### src/rtl/cwdec_pkg.sv
// Shared constants and the constant function that builds the codebook-size
// tables. Assumes depths up to MAX_DEPTH and table positions up to 70.
package cwdec_pkg;

    localparam int MAX_DEPTH = 3;
    localparam int DEPTH_W   = $clog2(MAX_DEPTH + 1);

    // Number of legal words of length m at depth y (1 for m <= 0).
    function automatic longint card_count(input int m, input int y);
        longint t [0:79];
        if (m <= 0) return 64'd1;
        if (m == 1) return 64'd2;
        for (int k = 0; k <= 8; k++) t[k] = 64'd1;
        t[9] = 64'd2;
        for (int mm = 2; mm <= m; mm++) begin
            t[mm + 8] = 2 * t[mm + 7] - t[mm + 6] + t[mm + 8 - y - 2];
        end
        return t[m + 8];
    endfunction

endpackage

### src/rtl/cwdec_card_rom.sv
// Constant table for one forbid depth. For each bit position j it gives
// the size added when the bit above is clear, N(j), and when it is set,
// N(j - DEPTH). Assumes NBITS <= 62 so every value fits the table.
module cwdec_card_rom #(
    parameter int NBITS = 16,
    parameter int DEPTH = 1
) (
    output logic [NBITS-1:0] n_free  [NBITS],
    output logic [NBITS-1:0] n_after [NBITS]
);

    // One pair of constant entries per bit position.
    for (genvar j = 0; j < NBITS; j++) begin : g_pos
        localparam longint VF = cwdec_pkg::card_count(j, DEPTH);
        localparam longint VA = cwdec_pkg::card_count(j - DEPTH, DEPTH);
        assign n_free[j]  = NBITS'(VF);
        assign n_after[j] = NBITS'(VA);
    end

endmodule

### src/rtl/cwdec_card_mux.sv
// Holds one size table per supported depth and forwards the table picked
// by depth_sel. Unsupported codes fall back to the depth-1 table; the
// pattern checker flags those words anyway.
module cwdec_card_mux #(
    parameter int NBITS = 16
) (
    input  logic [cwdec_pkg::DEPTH_W-1:0] depth_sel,
    output logic [NBITS-1:0]              sel_free  [NBITS],
    output logic [NBITS-1:0]              sel_after [NBITS]
);
    import cwdec_pkg::*;

    logic [NBITS-1:0] tab_free  [MAX_DEPTH][NBITS];
    logic [NBITS-1:0] tab_after [MAX_DEPTH][NBITS];

    // One table per depth, copied into the shared arrays.
    for (genvar d = 0; d < MAX_DEPTH; d++) begin : g_depth
        logic [NBITS-1:0] rom_free  [NBITS];
        logic [NBITS-1:0] rom_after [NBITS];

        cwdec_card_rom #(.NBITS(NBITS), .DEPTH(d + 1)) u_rom (
            .n_free  (rom_free),
            .n_after (rom_after)
        );

        for (genvar j = 0; j < NBITS; j++) begin : g_copy
            assign tab_free[d][j]  = rom_free[j];
            assign tab_after[d][j] = rom_after[j];
        end
    end

    // Pick the table that matches the requested depth.
    always_comb begin
        int idx;
        idx = 0;
        for (int d = 1; d < MAX_DEPTH; d++) begin
            if (int'(depth_sel) == d + 1) idx = d;
        end
        for (int j = 0; j < NBITS; j++) begin
            sel_free[j]  = tab_free[idx][j];
            sel_after[j] = tab_after[idx][j];
        end
    end

endmodule

### src/rtl/cwdec_term_sum.sv
// Adds one table entry per set bit of the word. The entry chosen depends
// on the bit above, which is taken as 0 beyond the top bit. Assumes a
// legal word; the sum of an illegal word is discarded by the caller.
module cwdec_term_sum #(
    parameter int NBITS = 16
) (
    input  logic [NBITS-1:0] word,
    input  logic [NBITS-1:0] sel_free  [NBITS],
    input  logic [NBITS-1:0] sel_after [NBITS],
    output logic [NBITS-1:0] sum
);

    logic [NBITS:0] word_ext;

    assign word_ext = {1'b0, word};

    // Accumulate the selected sizes over all bit positions.
    always_comb begin
        logic [NBITS-1:0] acc;
        acc = '0;
        for (int j = 0; j < NBITS; j++) begin
            if (word_ext[j]) begin
                acc = acc + (word_ext[j + 1] ? sel_after[j] : sel_free[j]);
            end
        end
        sum = acc;
    end

endmodule

### src/rtl/cwdec_pattern_chk.sv
// Detects a forbidden run (one, z zeros, one) with z up to the requested
// depth. Also flags the unsupported depth code 0 and codes above
// MAX_DEPTH. Needs NBITS >= 3.
module cwdec_pattern_chk #(
    parameter int NBITS = 16
) (
    input  logic [NBITS-1:0]              word,
    input  logic [cwdec_pkg::DEPTH_W-1:0] depth_sel,
    output logic                          illegal
);
    import cwdec_pkg::*;

    logic [MAX_DEPTH-1:0] gap_hit;
    logic [MAX_DEPTH-1:0] gap_enabled;
    logic                 depth_bad;

    // One row of detectors per gap length z = g + 1.
    for (genvar g = 0; g < MAX_DEPTH; g++) begin : g_gap
        localparam int Z = g + 1;
        logic [NBITS-1:0] row;
        for (genvar i = 0; i < NBITS; i++) begin : g_start
            if (i + Z + 1 <= NBITS - 1) begin : g_fit
                assign row[i] = word[i] & word[i + Z + 1] & ~(|word[i + Z:i + 1]);
            end else begin : g_none
                assign row[i] = 1'b0;
            end
        end
        assign gap_hit[g]     = |row;
        assign gap_enabled[g] = (int'(depth_sel) >= Z);
    end

    assign depth_bad = (depth_sel == '0) || (int'(depth_sel) > MAX_DEPTH);
    assign illegal   = depth_bad || |(gap_hit & gap_enabled);

endmodule

### src/rtl/cwdec_decoder.sv
// Top level of the codeword-to-index decoder. It has a combinational
// table lookup and adder, a pattern check, and one output register stage.
// Reset is synchronous and active low.
module cwdec_decoder #(
    parameter int NBITS = 16
) (
    input  logic                          clk,
    input  logic                          rst_n,
    input  logic                          in_valid,
    input  logic [NBITS-1:0]              in_word,
    input  logic [cwdec_pkg::DEPTH_W-1:0] in_depth,
    output logic                          out_valid,
    output logic [NBITS-1:0]              out_index,
    output logic                          out_illegal
);

    logic [NBITS-1:0] sel_free  [NBITS];
    logic [NBITS-1:0] sel_after [NBITS];
    logic [NBITS-1:0] raw_sum;
    logic             word_bad;

    cwdec_card_mux #(.NBITS(NBITS)) u_mux (
        .depth_sel (in_depth),
        .sel_free  (sel_free),
        .sel_after (sel_after)
    );

    cwdec_term_sum #(.NBITS(NBITS)) u_sum (
        .word      (in_word),
        .sel_free  (sel_free),
        .sel_after (sel_after),
        .sum       (raw_sum)
    );

    cwdec_pattern_chk #(.NBITS(NBITS)) u_chk_pat (
        .word      (in_word),
        .depth_sel (in_depth),
        .illegal   (word_bad)
    );

    // Output strobe: follows in_valid one cycle later.
    always_ff @(posedge clk) begin
        if (!rst_n) out_valid <= 1'b0;
        else        out_valid <= in_valid;
    end

    // Result register: loads on a strobed word and holds otherwise.
    always_ff @(posedge clk) begin
        if (!rst_n) begin
            out_index   <= '0;
            out_illegal <= 1'b0;
        end else if (in_valid) begin
            out_index   <= word_bad ? '0 : raw_sum;
            out_illegal <= word_bad;
        end
    end

endmodule

### config.mk
export PLATFORM = sky130hd
export DESIGN_NAME = cwdec_decoder
export DESIGN_NICKNAME = d
export VERILOG_FILES = /design/src/rtl/cwdec_pkg.sv /design/src/rtl/cwdec_card_rom.sv /design/src/rtl/cwdec_card_mux.sv /design/src/rtl/cwdec_term_sum.sv /design/src/rtl/cwdec_pattern_chk.sv /design/src/rtl/cwdec_decoder.sv
export SDC_FILE = /design/constraint.sdc
export NUM_CORES = 1
export LEC_CHECK = 0
export BUFFER_PORTS_ARGS = -buffer_cell sky130_fd_sc_hd__clkbuf_2
export CAP_MARGIN = 20
export CORE_MARGIN = 2
export CORE_UTILIZATION = 50
export DETAILED_ROUTE_END_ITERATION = 8
export MAX_ROUTING_LAYER = met4
export PLACE_DENSITY = 0.77
export SKIP_LAST_GASP = 1
export SYNTH_ARGS = -nofsm -noshare
export SYNTH_HDL_FRONTEND = slang
export SYNTH_SLANG_ARGS = --single-unit
### constraint.sdc
create_clock -name clk -period 25.3 [get_ports clk]
set_input_delay 5.06 -clock clk [delete_from_list [all_inputs] [get_ports clk]]
set_output_delay 5.06 -clock clk [all_outputs]
set_load 0.02 [all_outputs]
==> impl_metrics.ini <==
[finish]
num_antenna_cells = 0
nNetsFinal = 1276
drive_above_1_share = 0.0795
area_growth_pct = 4.57
fillers = 1553

[clock_network]
clk_latency_ps = 250
cts_num_sinks = 18
cts_buffers = 3
cts_hold_buf = 0
cts_tree = done
cts_root_buffer = clkbuf_16
htreeDepth = 1
ctsResizeCount = 0
clk_pin_slew_ps = 50
clock_path_buffers = 2
cts_setup_buffers = 0

[setup_path]
crit_path_max_fanout = 37
reg2regPathDepth = 2
rr_endpoint = out_index[6]$_SDFFE_PN0P_
regToRegStartpoint = out_index[6]$_SDFFE_PN0P_
path_class = in2reg
required_ps = 25440
cp.arrival_ps = 21740
cp_num_buf_inv = 7
r2r_slack_ps = 24450
cp-end-kind = flop
cpMostUsedCell = ha_1
worst_path_max_delay_cell = fa_1
startpoint_type = input pin
slowest_delay_ps = 530
cp_top_family = compound AO/OA/AOI/OAI gates

[floorplan]
core_area_sq_mm = 0.0158
die-area_sq_mm = 0.0170
fp.dieW_um = 130
die_h_um = 130
fp-row-count = 46
ios = 39
start_util = 0.506

[detailed_routing]
routed-wl-met3_mm = 1.51
first_pass_iters = 5
drtAntennaViolNets = 0
maxUsedRoutingLayer = met4
num_vias = 8391
wl_per_cell_um = 16.6
wl_met1_mm = 9.96
drc = 0
drtIter0Drc = 754
finalWirelength_mm = 22.4
met2WireLength_mm = 10.4
viasPerCell = 6.22

[timing]
fmax_mhz = 46.3
setup-tns-final_ps = 0
tightest_slew_ps = 1020
hold_viol_final = 0
post-route-period-util = 0.854
clock_skew_ps = 0
maxSlewViolCount = 0
min_period_ps = 21600
rsz0062_at_grt = false
setup_viol = 0
maxSlewHeadroom = 0.313

[global_routing]
grt_pass1_wl_mm = 36.6
grt_max_degree = 39
grt_pass1_vias = 7689
grt_overflow_total = 0
grt.total_usage = 0.268
antenna_found_initial = 0

[min_path]
holdPathStages = 2
min-delay-start = out_index[9]$_SDFFE_PN0P_
min_to = out_index[9]$_SDFFE_PN0P_
hp-class = reg2reg

[logic_synthesis]
synthesis.area_sq_mm = 0.00799
seq_area_frac_synth = 0.0451
synthTopCellsByArea = ha_1 (17%), nor2_1 (6.6%), xnor2_1 (5.5%)
synth_async_sr_flop_share = 0
ys.flop_type = dfxtp_1
synth-edff-count = 0
synth_most_common_cell = nor2_1
synthCells = 1139
synth_top_area_share = 0.171
avgSynthCellArea_sq_um = 7.01
synth.distinct_cells = 82
ys_warn_count = 0
yosys.area.top_type = ha_1
postSynthRegisterBits = 18
synth_common_cells = nor2_1 (140), ha_1 (109), nand2_1 (107)

[place]
portBuffers = 38
dp_hpwl_mm = 17.7
gp_routability_congestion = 0.947

[run_status]
status = finished clean

[run]
maxCapViolations = 0
==> how the worst max path moves through the flow <==
stage	start	to	slack (ps)	cells past startpoint
final	in_depth[1]	out_index[13]$_SDFFE_PN0P_	3700	75
after global routing	in_depth[1]	out_index[13]$_SDFFE_PN0P_	2420	73
after CTS	in_depth[1]	out_index[13]$_SDFFE_PN0P_	3830	75
after detailed placement	in_depth[1]	out_index[13]$_SDFFE_PN0P_	3600	75
after global placement	in_depth[1]	out_index[13]$_SDFFE_PN0P_	4140	75
after floorplan	in_word[2]	out_index[13]$_SDFFE_PN0P_	5200	72
==> logic make-up after synthesis <==
family / synth area share
compound gates: 0.326
xor+xnor: 0.0932
fa+ha+maj: 0.203
buf+inv: 0.0536
flops: 0.0451
mux: 0.0542
other cells: 0.000470
simple gates: 0.224
==> final cells by class <==
cell class              count  area, sq um  area share
repair buffers             41          213      0.0255
clock buffers               4         88.8      0.0106
inverters                  57          214      0.0256
flip-flops and latches     18          360      0.0431
well taps                 216          270      0.0324
multi-input cells        1012         7210       0.863
==> through the flow <==
stage          hold WS (ps)  std cells  worst slack (ps)  utilization  area [sq um]
2_1_floorplan           532       1141              5200            -          7990
3_3_place_gp            439       1344              4140        0.524          8260
3_5_place_dp            446       1344              3600        0.524          8260
4_1_cts                 464       1348              3830        0.530          8350
5_1_grt                 475       1348              2420        0.530          8350
6_report                460       1348              3700        0.530          8350
==> cells in the final DEF, fill, tap and decap left out, drive strengths merged, types with 24 or more instances in the layout <==
cell	instances
nand2	107
clkbuf	42
o21ai	81
o21a	29
xor2	35
mux2	24
a21oi	85
xnor2	50
ha	109
inv	53
a21o	29
nor2	140
==> registers in the layout (all words and copies together) (netlist names) <==
| name | flops |
|---|---|
| out_valid | 1 |
| out_illegal | 1 |
| out_index | 16 |
==> metal layers <==
| metal | GRT usage | vias up |
|---|---|---|
| met5 | - | - |
| met4 | 0.0688 | 0 |
| met1 | 0.357 | 3895 |
| met2 | 0.443 | 305 |
| met3 | 0.0216 | 39 |
| li1 | - | 4152 |
==> worst reg2reg max path: stages (launching register included) <==
cell	delay (ps)
dfxtp_1	310
a22o_1	230
a32o_1	190
Power is not shown: default switching activity piles up to over one toggle a cycle in this logic, so the estimate is an artifact.
